$ cat src/rtl/tsi_pkg.sv
`timescale 1ns/1ps
package tsi_pkg;
    localparam int unsigned NSTR  = 8;            // streams (also cells per channel)
    localparam int unsigned NCHAN = 32;           // channels per frame
    localparam int unsigned BW    = 8;            // bits per channel
    localparam int unsigned SW    = $clog2(NSTR);
    localparam int unsigned CW    = $clog2(NCHAN);
    localparam int unsigned BIW   = $clog2(BW);
    localparam int unsigned AW    = SW + CW;      // equals BW: low byte is an address
    localparam int unsigned HW    = 3;            // high entry width
    localparam int unsigned LEAD  = 2;            // channels fetched ahead

    localparam int unsigned HB_DRV = 0;
    localparam int unsigned HB_CTL = 1;
    localparam int unsigned HB_MSG = 2;

    typedef struct packed {
        logic [BW-1:0] octet;
        logic          drive;
        logic          ctl;
    } slot_t;

    function automatic logic [CW-1:0] chan_ahead(input logic [CW-1:0] c);
        return c + CW'(LEAD);
    endfunction
endpackage

$ cat src/rtl/tsi_fetch.sv
`timescale 1ns/1ps
module tsi_fetch
    import tsi_pkg::*;
(
    input  logic          clk,
    input  logic          rst,
    input  logic          start,
    input  logic [CW-1:0] start_chan,
    input  logic          bcast,
    output logic          cm_rd,
    output logic [AW-1:0] cm_addr,
    input  logic [BW-1:0] cm_lo,
    input  logic [HW-1:0] cm_hi,
    output logic          dm_rd,
    output logic [AW-1:0] dm_addr,
    input  logic [BW-1:0] dm_data,
    output logic          wr_en,
    output logic [SW-1:0] wr_idx,
    output slot_t         wr_slot
);
    logic          busy;
    logic [SW-1:0] cnt;
    logic [CW-1:0] tgt;

    logic          p1_v;
    logic [SW-1:0] p1_s;

    logic          p2_v;
    logic [SW-1:0] p2_s;
    logic          p2_msg, p2_drv, p2_ctl;
    logic [BW-1:0] p2_lo;

    logic msg_now, drv_now;

    always_ff @(posedge clk) begin
        if (rst) begin
            busy <= 1'b0;
            cnt  <= '0;
            tgt  <= '0;
        end else if (start) begin
            busy <= 1'b1;
            cnt  <= '0;
            tgt  <= chan_ahead(start_chan);
        end else if (busy) begin
            cnt <= cnt + 1'b1;
            if (cnt == SW'(NSTR - 1)) busy <= 1'b0;
        end
    end

    assign cm_rd   = busy;
    assign cm_addr = {cnt, tgt};

    assign msg_now = bcast | cm_hi[HB_MSG];
    assign drv_now = bcast | cm_hi[HB_DRV];
    assign dm_rd   = p1_v & ~msg_now;
    assign dm_addr = cm_lo;

    always_ff @(posedge clk) begin
        if (rst) begin
            p1_v   <= 1'b0;
            p1_s   <= '0;
            p2_v   <= 1'b0;
            p2_s   <= '0;
            p2_msg <= 1'b0;
            p2_drv <= 1'b0;
            p2_ctl <= 1'b0;
            p2_lo  <= '0;
        end else begin
            p1_v   <= cm_rd;
            p1_s   <= cnt;
            p2_v   <= p1_v;
            p2_s   <= p1_s;
            p2_msg <= msg_now;
            p2_drv <= drv_now;
            p2_ctl <= cm_hi[HB_CTL];
            p2_lo  <= cm_lo;
        end
    end

    assign wr_en         = p2_v;
    assign wr_idx        = p2_s;
    assign wr_slot.octet = p2_msg ? p2_lo : dm_data;
    assign wr_slot.drive = p2_drv;
    assign wr_slot.ctl   = p2_ctl;
endmodule

$ cat src/rtl/tsi_lane.sv
`timescale 1ns/1ps
module tsi_lane
    import tsi_pkg::*;
(
    input  logic           clk,
    input  logic           rst,
    input  logic           cell_go,
    input  logic           ch_go,
    input  logic [BIW-1:0] cell_bit,
    input  slot_t          stage_in,
    output logic           sd,
    output logic           drv
);
    localparam logic [BIW-1:0] TOPB = BIW'(BW - 1);

    slot_t nxt, cur;

    always_ff @(posedge clk) begin
        if (rst) begin
            nxt <= '0;
            cur <= '0;
            sd  <= 1'b0;
        end else if (cell_go) begin
            if (ch_go) begin
                cur <= nxt;
                nxt <= stage_in;
                sd  <= nxt.octet[TOPB];
            end else begin
                sd  <= cur.octet[TOPB - cell_bit];
            end
        end
    end

    assign drv = cur.drive;
endmodule

$ cat src/rtl/tsi_ctl_tx.sv
`timescale 1ns/1ps
module tsi_ctl_tx
    import tsi_pkg::*;
(
    input  logic            clk,
    input  logic            rst,
    input  logic            cell_go,
    input  logic            ch_go,
    input  logic [BIW-1:0]  cell_bit,
    input  logic [NSTR-1:0] ctl_vec,
    output logic            ctl_out
);
    logic [NSTR-1:0] held;

    always_ff @(posedge clk) begin
        if (rst) begin
            held    <= '0;
            ctl_out <= 1'b0;
        end else if (cell_go) begin
            if (ch_go) begin
                held    <= ctl_vec;
                ctl_out <= ctl_vec[0];
            end else begin
                ctl_out <= held[cell_bit];
            end
        end
    end
endmodule

$ cat src/rtl/tsi_out_stage.sv
`timescale 1ns/1ps
module tsi_out_stage
    import tsi_pkg::*;
(
    input  logic            clk,
    input  logic            rst,
    input  logic            cell_go,
    input  logic [CW-1:0]   cell_chan,
    input  logic [BIW-1:0]  cell_bit,
    input  logic            ode,
    input  logic            bcast_msg,
    output logic            cm_rd,
    output logic [AW-1:0]   cm_addr,
    input  logic [BW-1:0]   cm_lo,
    input  logic [HW-1:0]   cm_hi,
    output logic            dm_rd,
    output logic [AW-1:0]   dm_addr,
    input  logic [BW-1:0]   dm_data,
    output logic [NSTR-1:0] tx_dat,
    output logic [NSTR-1:0] tx_oe,
    output logic            ctl_out
);
    logic            ch_go;
    logic            wr_en;
    logic [SW-1:0]   wr_idx;
    slot_t           wr_slot;
    slot_t           stg [NSTR];
    logic [NSTR-1:0] ctl_vec;
    logic [NSTR-1:0] lane_drv;

    assign ch_go = cell_go && (cell_bit == '0);

    tsi_fetch u_fetch (
        .clk        (clk),
        .rst        (rst),
        .start      (ch_go),
        .start_chan (cell_chan),
        .bcast      (bcast_msg),
        .cm_rd      (cm_rd),
        .cm_addr    (cm_addr),
        .cm_lo      (cm_lo),
        .cm_hi      (cm_hi),
        .dm_rd      (dm_rd),
        .dm_addr    (dm_addr),
        .dm_data    (dm_data),
        .wr_en      (wr_en),
        .wr_idx     (wr_idx),
        .wr_slot    (wr_slot)
    );

    always_ff @(posedge clk) begin
        if (rst) begin
            for (int i = 0; i < NSTR; i++) stg[i] <= '0;
        end else if (wr_en) begin
            stg[wr_idx] <= wr_slot;
        end
    end

    for (genvar s = 0; s < NSTR; s++) begin : g_lane
        assign ctl_vec[s] = stg[s].ctl;

        tsi_lane u_lane (
            .clk      (clk),
            .rst      (rst),
            .cell_go  (cell_go),
            .ch_go    (ch_go),
            .cell_bit (cell_bit),
            .stage_in (stg[s]),
            .sd       (tx_dat[s]),
            .drv      (lane_drv[s])
        );

        assign tx_oe[s] = lane_drv[s] & ode & ~rst;
    end

    tsi_ctl_tx u_ctl (
        .clk      (clk),
        .rst      (rst),
        .cell_go  (cell_go),
        .ch_go    (ch_go),
        .cell_bit (cell_bit),
        .ctl_vec  (ctl_vec),
        .ctl_out  (ctl_out)
    );
endmodule

$ cat config.mk
export PLATFORM = sky130hd
export DESIGN_NAME = tsi_out_stage
export DESIGN_NICKNAME = d
export VERILOG_FILES = /design/src/rtl/tsi_pkg.sv /design/src/rtl/tsi_fetch.sv /design/src/rtl/tsi_lane.sv /design/src/rtl/tsi_ctl_tx.sv /design/src/rtl/tsi_out_stage.sv
export SDC_FILE = /design/constraint.sdc
export NUM_CORES = 1
export LEC_CHECK = 0
export BUFFER_PORTS_ARGS = -buffer_cell sky130_fd_sc_hd__buf_2
export CAP_MARGIN = 25
export CORE_MARGIN = 4
export CORE_UTILIZATION = 45
export CTS_BUF_LIST = sky130_fd_sc_hd__clkbuf_16
export CTS_CLUSTER_DIAMETER = 60
export DETAILED_ROUTE_END_ITERATION = 10
export PLACE_DENSITY = 0.69
export SLEW_MARGIN = 20
export SYNTH_ARGS = -nofsm -noshare
export SYNTH_HDL_FRONTEND = slang
export SYNTH_HIERARCHICAL = 1
export SYNTH_SLANG_ARGS = --single-unit
$ cat constraint.sdc
create_clock -name clk -period 6.1 [get_ports clk]
set_input_delay 0.915 -clock clk [delete_from_list [all_inputs] [get_ports clk]]
set_output_delay 0.915 -clock clk [all_outputs]
set_load 0.05 [all_outputs]
==> reports/summary.log, run 1 <==
qor: synth.ys_seq_area_share 58.9%
qor: finish.nets 1159
qor: critical_path.crit_path_max_fanout 44
qor: finish.post_route_cells_drive_above_1_share 11.8%
qor: synth.syn_area 10500 um2
qor: sta.fin_setup_tns 0 ps
qor: route.drt_iter0_markers 524
qor: synth.yosys_warnings 6
qor: critical_path.crit_path_cell_trace buf_6 > nor2b_1 > buf_4 > and2_1 > buf_2
qor: synth.synthTopCellsByArea dfxtp_1 36%, edfxtp_1 23%, nand2_1 11%
qor: floorplanning.floorplan.initialDensity 46.1%
qor: status.status finished, final reports clean
qor: sta.maxSlewViolCount 0
qor: pwr.power_leakage 4.29 nW
qor: synth.average_cell_area_after_synthesis 9.60 um2
qor: finish.insertedDiodeCount 0
qor: critical_path.timing.critical_path.to_type output pin
qor: route.drt_drc_violations_left 0
qor: synth.ys_seq_elements 269
qor: route.finalWirelength 21900 um
qor: floorplanning.placementRows 55
qor: finish.synth_to_layout_area_growth 12.0%
qor: clock_network.clock_latency 530 ps
qor: pwr.vdd_ir_drop_max 0.165 mV
qor: pwr.power_switching 0.000787 W
qor: synth.library_cell_with_the_largest_summed_area_after_synthesis dfxtp_1
qor: clock_network.numCtsBuffers 27
qor: route.vias 7438
qor: sta.finClkSkew 10.6 ps
qor: synth.yosys.area.top_type_share 36.0%
qor: finish.layout.cells.non_filler 1457
qor: sta.max_freq 352 MHz
qor: placement.place.detailed.hpwl 13500 um
qor: job.drv.max_cap_violation_count 0
qor: pwr.combinationalPowerShare 4.5%
qor: route.vias_per_cell 5.11
qor: pwr.clock_power_share 42.9%
qor: clock_network.cts_root_buf clkbuf_16
qor: finish.final_util 51.7%
qor: placement.dpl_cell_area 10900 um2
qor: grt.grt_first_pass_wirelength 34900 um
qor: route.drt_pre_antenna_iters 5
qor: critical_path.cp.arrival 1920 ps
qor: synth.yosysMostFrequentCell nand2_1
qor: critical_path.cp_slowest_cell buf_2
qor: critical_path.worst_path_largest_cell_delay 260 ps
qor: grt.number_of_global_route_vias_before_repair 6998
qor: pwr.p_seq_share 52.5%
qor: floorplanning.fp.dieH 161 um
qor: pwr.p_sw_share 21.9%
qor: synth.ys_flop_type dfxtp_1
qor: floorplanning.dieArea 25900 um2
qor: grt.initial_antenna_violation_count 0
qor: sta.period_minus_slack 2840 ps
qor: placement.placedCellCount 1406
qor: floorplanning.design.portCount 67
qor: sta.hold_ws 438 ps
qor: critical_path.worst_ep_required_time 5180 ps
qor: placement.gp_routability_congestion 0.760
qor: synth.count_of_distinct_cell_types_in_the_synthesized_netlist 33
qor: synth.synth_enable_flop_cells 80
qor: synth.post_synth_inst_count 1094
qor: critical_path.critPathLaunchType primary input
qor: clock_network.cts_tree built
qor: sta.worst_slew_pin_slew 985 ps
qor: synth.fraction_of_registers_with_async_set_reset 0%
qor: min_path.hold_class flip-flop to flip-flop
qor: clock_network.post_cts.repair.setup_buffers 0
qor: sta.finalSetupViolations 0
qor: clock_network.clock-sinks 269
qor: critical_path.critPathKind primary input to output pin
qor: sta.relSlewSlack 34.2%
qor: synth.synth_net_count 1129
qor: clock_network.holdBufCountCts 0
qor: sta.rsz_0062_raised_after_global_routing no
qor: floorplanning.coreArea 22800 um2
qor: pwr.power.internal 0.00280 W
qor: grt.globalRouteTotalUtil 16.2%
qor: route.routedWlPerCell 15.1 um
qor: route.antenna_left 0
qor: grt.grt_overflow_total 0
qor: finish.design_area 11800 um2
qor: clock_network.cts.clk_slew.worst_paths 60 ps
qor: floorplanning.fp.dieW 161 um
qor: pwr.powerDensity 305 nW/um2
qor: synth.synthTopCellsByCount 299 x nand2_1, 189 x dfxtp_1, 162 x a21oi_1, 108 x nor2_1, 80 x edfxtp_1
qor: sta.final_critical_path_share_of_the_clock_period 46.5%
qor: clock_network.max-clock-path-buffers 3
qor: clock_network.cts.repair.resized 0
qor: placement.port_buffers 66
qor: grt.grt_max_degree 103
qor: clock_network.htree_levels 1
qor: sta.hold_violations 0
-- per-stage QoR --
stage	power, W	worst slack [ps]
3_3_place_gp	0.00208	3000
3_5_place_dp	0.00208	2940
6_report	0.00359	3260
4_1_cts	0.00362	3250
5_1_grt	0.00370	3210
2_1_floorplan	0.00203	1370
-- state kept, by name, summed over array words and instances (netlist names), 3 cells and up --
name and flops:
u_fetch/cnt 3, u_fetch/wr_idx 3, g_lane.u_lane/nxt 72, g_lane.u_lane/cur 64, u_fetch/p2_lo 8, g_lane.u_lane/drv 8, u_fetch/tgt 5, g_lane.u_lane/sd 8
u_ctl/held 8, u_fetch/p1_s 3, stg 80
-- path summary, 6_finish.rpt --
kind	slack, ps	start	cells after the start	endpoint
max	3260	rst	5	tx_oe[0]
min	440	u_fetch/p1_s[0]	1	u_fetch/wr_idx[0]
max reg2reg	3750	u_fetch/wr_en	2	stg[1][5]
min reg2reg	440	u_fetch/p1_s[0]	1	u_fetch/wr_idx[0]
-- area by class of cell --
| class | instances | area, um2 |
|---|---|---|
| clock buffer | 27 | 676 |
| fill | 2092 | 11000 |
| clock inverter | 22 | 144 |
| timing repair buffer | 75 | 417 |
| tap | 313 | 392 |
| multi-input combinational | 750 | 3950 |
| inverter | 1 | 3.75 |
| sequential | 269 | 6190 |
-- metal layers --
layer | GRT usage, % | share of wire [%] | wire (um)
met5 | 0 | 0 | 0
met4 | 5.08 | 2.3 | 497
met3 | 2.67 | 6.5 | 1420
met2 | 25.6 | 45 | 9780
met1 | 23.0 | 47 | 10200
-- worst max-delay path, delay by kind of cell --
kind	cells	cell delay, ps
buffers and inverters	3	680
and+or+nand+nor	2	300
-- cells by family (layout without fill, tap and decap cells) --
logic type / after synthesis / in the layout / share of synthesized area (%)
XOR/XNOR: 3 / 3 / 0.250
multiplexers: 39 / 39 / 4.88
adder cells (fa/ha/maj): 3 / 3 / 0.357
AO/OA/AOI/OAI: 191 / 191 / 10.1
buffers and inverters: 75 / 125 / 3.60
AND/OR/NAND/NOR: 514 / 514 / 21.9
flip-flops: 269 / 269 / 58.9
-- placed cells by master (no fill, tap or decap), drive strengths merged --
master,n
mux2i,22
a211oi,3
dfxtp,189
mux2,8
nand2b,21
nor3,3
a41o,9
clkbuf,28
bufinv,2
edfxtp,80
inv,14
or2,1
nor2b,27
xor2,1
nor4b,1
a21oi,162
nand4b,10
o21bai,8
nand3,17
nand4bb,10
nor2,108
clkinv,7
mux4,9
and2,17
nand2,299
xnor2,2
ha,3
a22oi,9
buf,74
-- power by group through the flow --
stage               clock [W]  sequential [W]  combinational [W]
floorplan                   0         0.00193           0.000100
global placement            0         0.00192           0.000160
detailed placement          0         0.00192           0.000161
CTS                   0.00158         0.00188           0.000162
global route          0.00164         0.00189           0.000177
finish                0.00154         0.00188           0.000163
Power figures use the tool's default switching activity.
==> run 2: changes to the inputs <==
--- a/config.mk
+++ b/config.mk
@@ -5,6 +5,7 @@
 export SDC_FILE = /design/constraint.sdc
 export NUM_CORES = 1
 export LEC_CHECK = 0
+export ABC_AREA = 1
 export BUFFER_PORTS_ARGS = -buffer_cell sky130_fd_sc_hd__buf_2
 export CAP_MARGIN = 25
 export CORE_MARGIN = 4
@@ -12,7 +13,7 @@
 export CTS_BUF_LIST = sky130_fd_sc_hd__clkbuf_16
 export CTS_CLUSTER_DIAMETER = 60
 export DETAILED_ROUTE_END_ITERATION = 10
-export PLACE_DENSITY = 0.69
+export PLACE_DENSITY = 0.71
 export SLEW_MARGIN = 20
 export SYNTH_ARGS = -nofsm -noshare
 export SYNTH_HDL_FRONTEND = slang
==> constraint.sdc (replaced) <==
create_clock -name clk -period 2.5 [get_ports clk]
set_input_delay 0.375 -clock clk [delete_from_list [all_inputs] [get_ports clk]]
set_output_delay 0.375 -clock clk [all_outputs]
set_load 0.05 [all_outputs]
==> reports/summary.log, run 2 <==
qor: grt.initial_antenna_violation_count 0 [unchanged]
qor: min_path.hold_class primary input to flip-flop [was flip-flop to flip-flop]
qor: synth.yosys_warnings 6 [unchanged]
qor: clock_network.holdBufCountCts 0 [unchanged]
qor: clock_network.cts.repair.resized 0 [unchanged]
qor: clock_network.post_cts.repair.setup_buffers 0 [unchanged]
qor: placement.placedCellCount 1596 [was 1406]
qor: floorplanning.fp.dieW 168 um [was 161 um]
qor: synth.ys_flop_type dfxtp_1 [unchanged]
qor: route.drt_iter0_markers 494 [was 524]
qor: pwr.clock_power_share 41.1% [was 42.9%]
qor: sta.finalSetupViolations 0 [unchanged]
qor: floorplanning.fp.dieH 168 um [was 161 um]
qor: pwr.combinationalPowerShare 5.9% [was 4.5%]
qor: route.drt_pre_antenna_iters 5 [unchanged]
qor: synth.average_cell_area_after_synthesis 9.30 um2 [was 9.60 um2]
qor: route.drt_drc_violations_left 0 [unchanged]
qor: finish.final_cell_mix 351 x nand2_1, 189 x dfxtp_1, 90 x nand2_2, 86 x inv_1, 83 x a21oi_2 [was 299 x nand2_1, 189 x dfxtp_1, 162 x a21oi_1, 108 x nor2_1, 80 x edfxtp_1]
qor: synth.post_synth_inst_count 1244 [was 1094]
qor: finish.regMostFlops stg [unchanged]
qor: floorplanning.design.portCount 67 [unchanged]
qor: critical_path.worst_ep_required_time 2120 ps [was 5180 ps]
qor: clock_network.clock-sinks 269 [unchanged]
qor: clock_network.cts_tree built [unchanged]
qor: sta.worst_slew_pin_slew 684 ps [was 985 ps]
qor: finish.insertedDiodeCount 0 [unchanged]
qor: placement.place.detailed.hpwl 14200 um [was 13500 um]
qor: sta.max_freq 539 MHz
qor: placement.port_buffers 66 [unchanged]
qor: pwr.vdd_ir_drop_max 0.431 mV [was 0.165 mV]
qor: finish.largest_register_ff_count 80 [unchanged]
qor: sta.final_critical_path_share_of_the_clock_period 74.3%
qor: critical_path.timing.critical_path.to_type output pin [unchanged]
qor: route.vias 8058 [was 7438]
qor: synth.yosysMostFrequentCell nand2_1 [unchanged]
qor: finish.final_common_cell nand2_1 [unchanged]
qor: pwr.power_leakage 4.63 nW [was 4.29 nW]
qor: status.status finished, final reports clean [unchanged]
qor: finish.nets 1330 [was 1159]
qor: sta.relSlewSlack 54.4% [was 34.2%]
qor: route.routedWlPerCell 13.9 um [was 15.1 um]
qor: finish.post_route_cells_drive_above_1_share 29.7% [was 11.8%]
qor: critical_path.cp.arrival 1480 ps [was 1920 ps]
qor: grt.grt_max_degree 120 [was 103]
qor: route.antenna_left 0 [unchanged]
qor: finish.synth_to_layout_area_growth 10.2% [was 12.0%]
qor: route.met3WireLength 1160 um [was 1420 um]
qor: sta.fin_setup_tns 0 ps [unchanged]
qor: sta.finClkSkew 9.78 ps [was 10.6 ps]
qor: grt.grt_overflow_total 0 [unchanged]
qor: route.topRoutingLayerUsed met4 [unchanged]
qor: clock_network.cts_root_buf clkbuf_16 [unchanged]
qor: sta.period_minus_slack 1860 ps
qor: pwr.power.internal 0.00663 W [was 0.00280 W]
qor: sta.hold_violations 0 [unchanged]
qor: synth.count_of_distinct_cell_types_in_the_synthesized_netlist 33 [unchanged]
qor: route.met2RoutedLength 10300 um [was 9780 um]
qor: synth.yosys.area.top_type_share 32.7% [was 36.0%]
qor: clock_network.cts.clk_slew.worst_paths 60 ps [about the same]
qor: critical_path.critPathKind primary input to output pin [unchanged]
qor: pwr.p_total 0.00867 W [was 0.00359 W]
qor: sta.maxSlewViolCount 0 [unchanged]
qor: grt.number_of_global_route_vias_before_repair 7526 [was 6998]
qor: finish.top_regs stg: 80 flops, g_lane.u_lane/nxt: 72 flops, g_lane.u_lane/cur: 64 flops [unchanged]
qor: synth.synthTopCellsByCount 351 x nand2_1, 189 x dfxtp_1, 90 x nand2_2, 83 x a21oi_2, 82 x a21oi_1 [was 299 x nand2_1, 189 x dfxtp_1, 162 x a21oi_1, 108 x nor2_1, 80 x edfxtp_1]
qor: floorplanning.coreArea 25300 um2 [was 22800 um2]
qor: sta.rsz_0062_raised_after_global_routing no [unchanged]
qor: synth.library_cell_with_the_largest_summed_area_after_synthesis dfxtp_1 [unchanged]
qor: synth.syn_area 11600 um2 [was 10500 um2]
qor: clock_network.max-clock-path-buffers 3 [unchanged]
qor: synth.synth_net_count 1279 [was 1129]
qor: route.m1WireLength 11000 um [was 10200 um]
qor: grt.globalRouteTotalUtil 16.0% [was 16.2%]
qor: synth.ys_seq_elements 269 [unchanged]
qor: pwr.p_sw_share 23.5% [was 21.9%]
qor: clock_network.numCtsBuffers 27 [unchanged]
qor: critical_path.crit_path_max_fanout 119 [was 44]
qor: placement.gp_routability_congestion 0.763 [was 0.760]
qor: synth.synth_enable_flop_cells 80 [unchanged]
qor: critical_path.critPathLaunchType primary input [unchanged]
qor: pwr.p_seq_share 53.0% [was 52.5%]
qor: pwr.powerDensity 681 nW/um2 [was 305 nW/um2]
qor: floorplanning.dieArea 28300 um2 [was 25900 um2]
qor: job.drv.max_cap_violation_count 0 [unchanged]
qor: clock_network.clock_latency 530 ps [about the same]
qor: clock_network.htree_levels 1 [unchanged]
qor: floorplanning.placementRows 58 [was 55]
qor: pwr.power_switching 0.00204 W [was 0.000787 W]
qor: floorplanning.floorplan.initialDensity 45.8% [was 46.1%]
qor: grt.grt_first_pass_wirelength 37900 um [was 34900 um]
qor: route.finalWirelength 22900 um [was 21900 um]
qor: synth.ys_seq_area_share 53.5% [was 58.9%]
qor: synth.synthTopCellsByArea dfxtp_1 33%, edfxtp_1 21%, nand2_1 11% [was dfxtp_1 36%, edfxtp_1 23%, nand2_1 11%]
qor: route.vias_per_cell 4.90 [was 5.11]
qor: synth.fraction_of_registers_with_async_set_reset 0% [unchanged]
qor: finish.layout.cells.non_filler 1646 [was 1457]
run 2: cells by family after synthesis:
| logic type | after synthesis | share of synthesized area (%) |
|---|---|---|
| xor gates and xnor gates | 1 | 0.0757 |
| buffers and inverters | 153 | 7.90 |
| and+or+nand+nor | 634 | 26.9 |
| adders and majority gates | 3 | 0.324 |
| DFF | 269 | 53.5 |
| AOI/OAI and AO/OA | 176 | 10.5 |
| muxes | 8 | 0.779 |
run 2: worst paths after layout:
path | from | to | slack [ps] | cells past startpoint
max | rst | tx_oe[1] | 640 | 4
min | cell_chan[0] | u_fetch/tgt[0] | 40 | 3
max reg2reg | u_fetch/p2_msg | stg[4][4] | 690 | 3
min reg2reg | u_fetch/p1_s[1] | u_fetch/wr_idx[1] | 400 | 2
run 2: per-stage QoR:
| stage | instance area, um2 | hold WS, ps | setup WS (ps) | utilization (%) |
|---|---|---|---|---|
| 2_1_floorplan | 11600 | 388 | 369 | - |
| 3_3_place_gp | 12000 | 393 | 643 | 47.4 |
| 3_5_place_dp | 12000 | 398 | 622 | 47.4 |
| 4_1_cts | 12700 | 23.3 | 640 | 50.5 |
| 5_1_grt | 12700 | 36.3 | 563 | 50.5 |
| 6_report | 12700 | 37.3 | 643 | 50.5 |
run 2: layout make-up:
| class | instances | area [um2] |
|---|---|---|
| Multi-Input combinational cell | 822 | 4480 |
| Inverter | 91 | 389 |
| Timing Repair Buffer | 84 | 499 |
| Sequential cell | 269 | 6190 |
| Tap cell | 330 | 413 |
| Clock inverter | 23 | 103 |
| Clock buffer | 27 | 676 |
| Fill cell | 2385 | 12500 |
run 2: power by group through the flow:
stage | Clock, W | Combinational, W | Sequential [W]
after detailed placement | 0 | 0.000512 | 0.00469
after floorplan | 0 | 0.000318 | 0.00472
after global placement | 0 | 0.000507 | 0.00469
after global routing | 0.00385 | 0.000555 | 0.00460
final | 0.00357 | 0.000511 | 0.00460
after CTS | 0.00365 | 0.000514 | 0.00460
run 2: per-layer routing:
metal | vias up | global-route usage (%)
met4 | 0 | 3.67
li1 | 4135 | -
met3 | 30 | 2.58
met5 | - | 0
met2 | 165 | 25.8
met1 | 3728 | 22.9
run 2: critical path, cell delays in order:
cell and delay, ps:
clkbuf_8 140, buf_12 460, nor2_1 140, buf_2 250
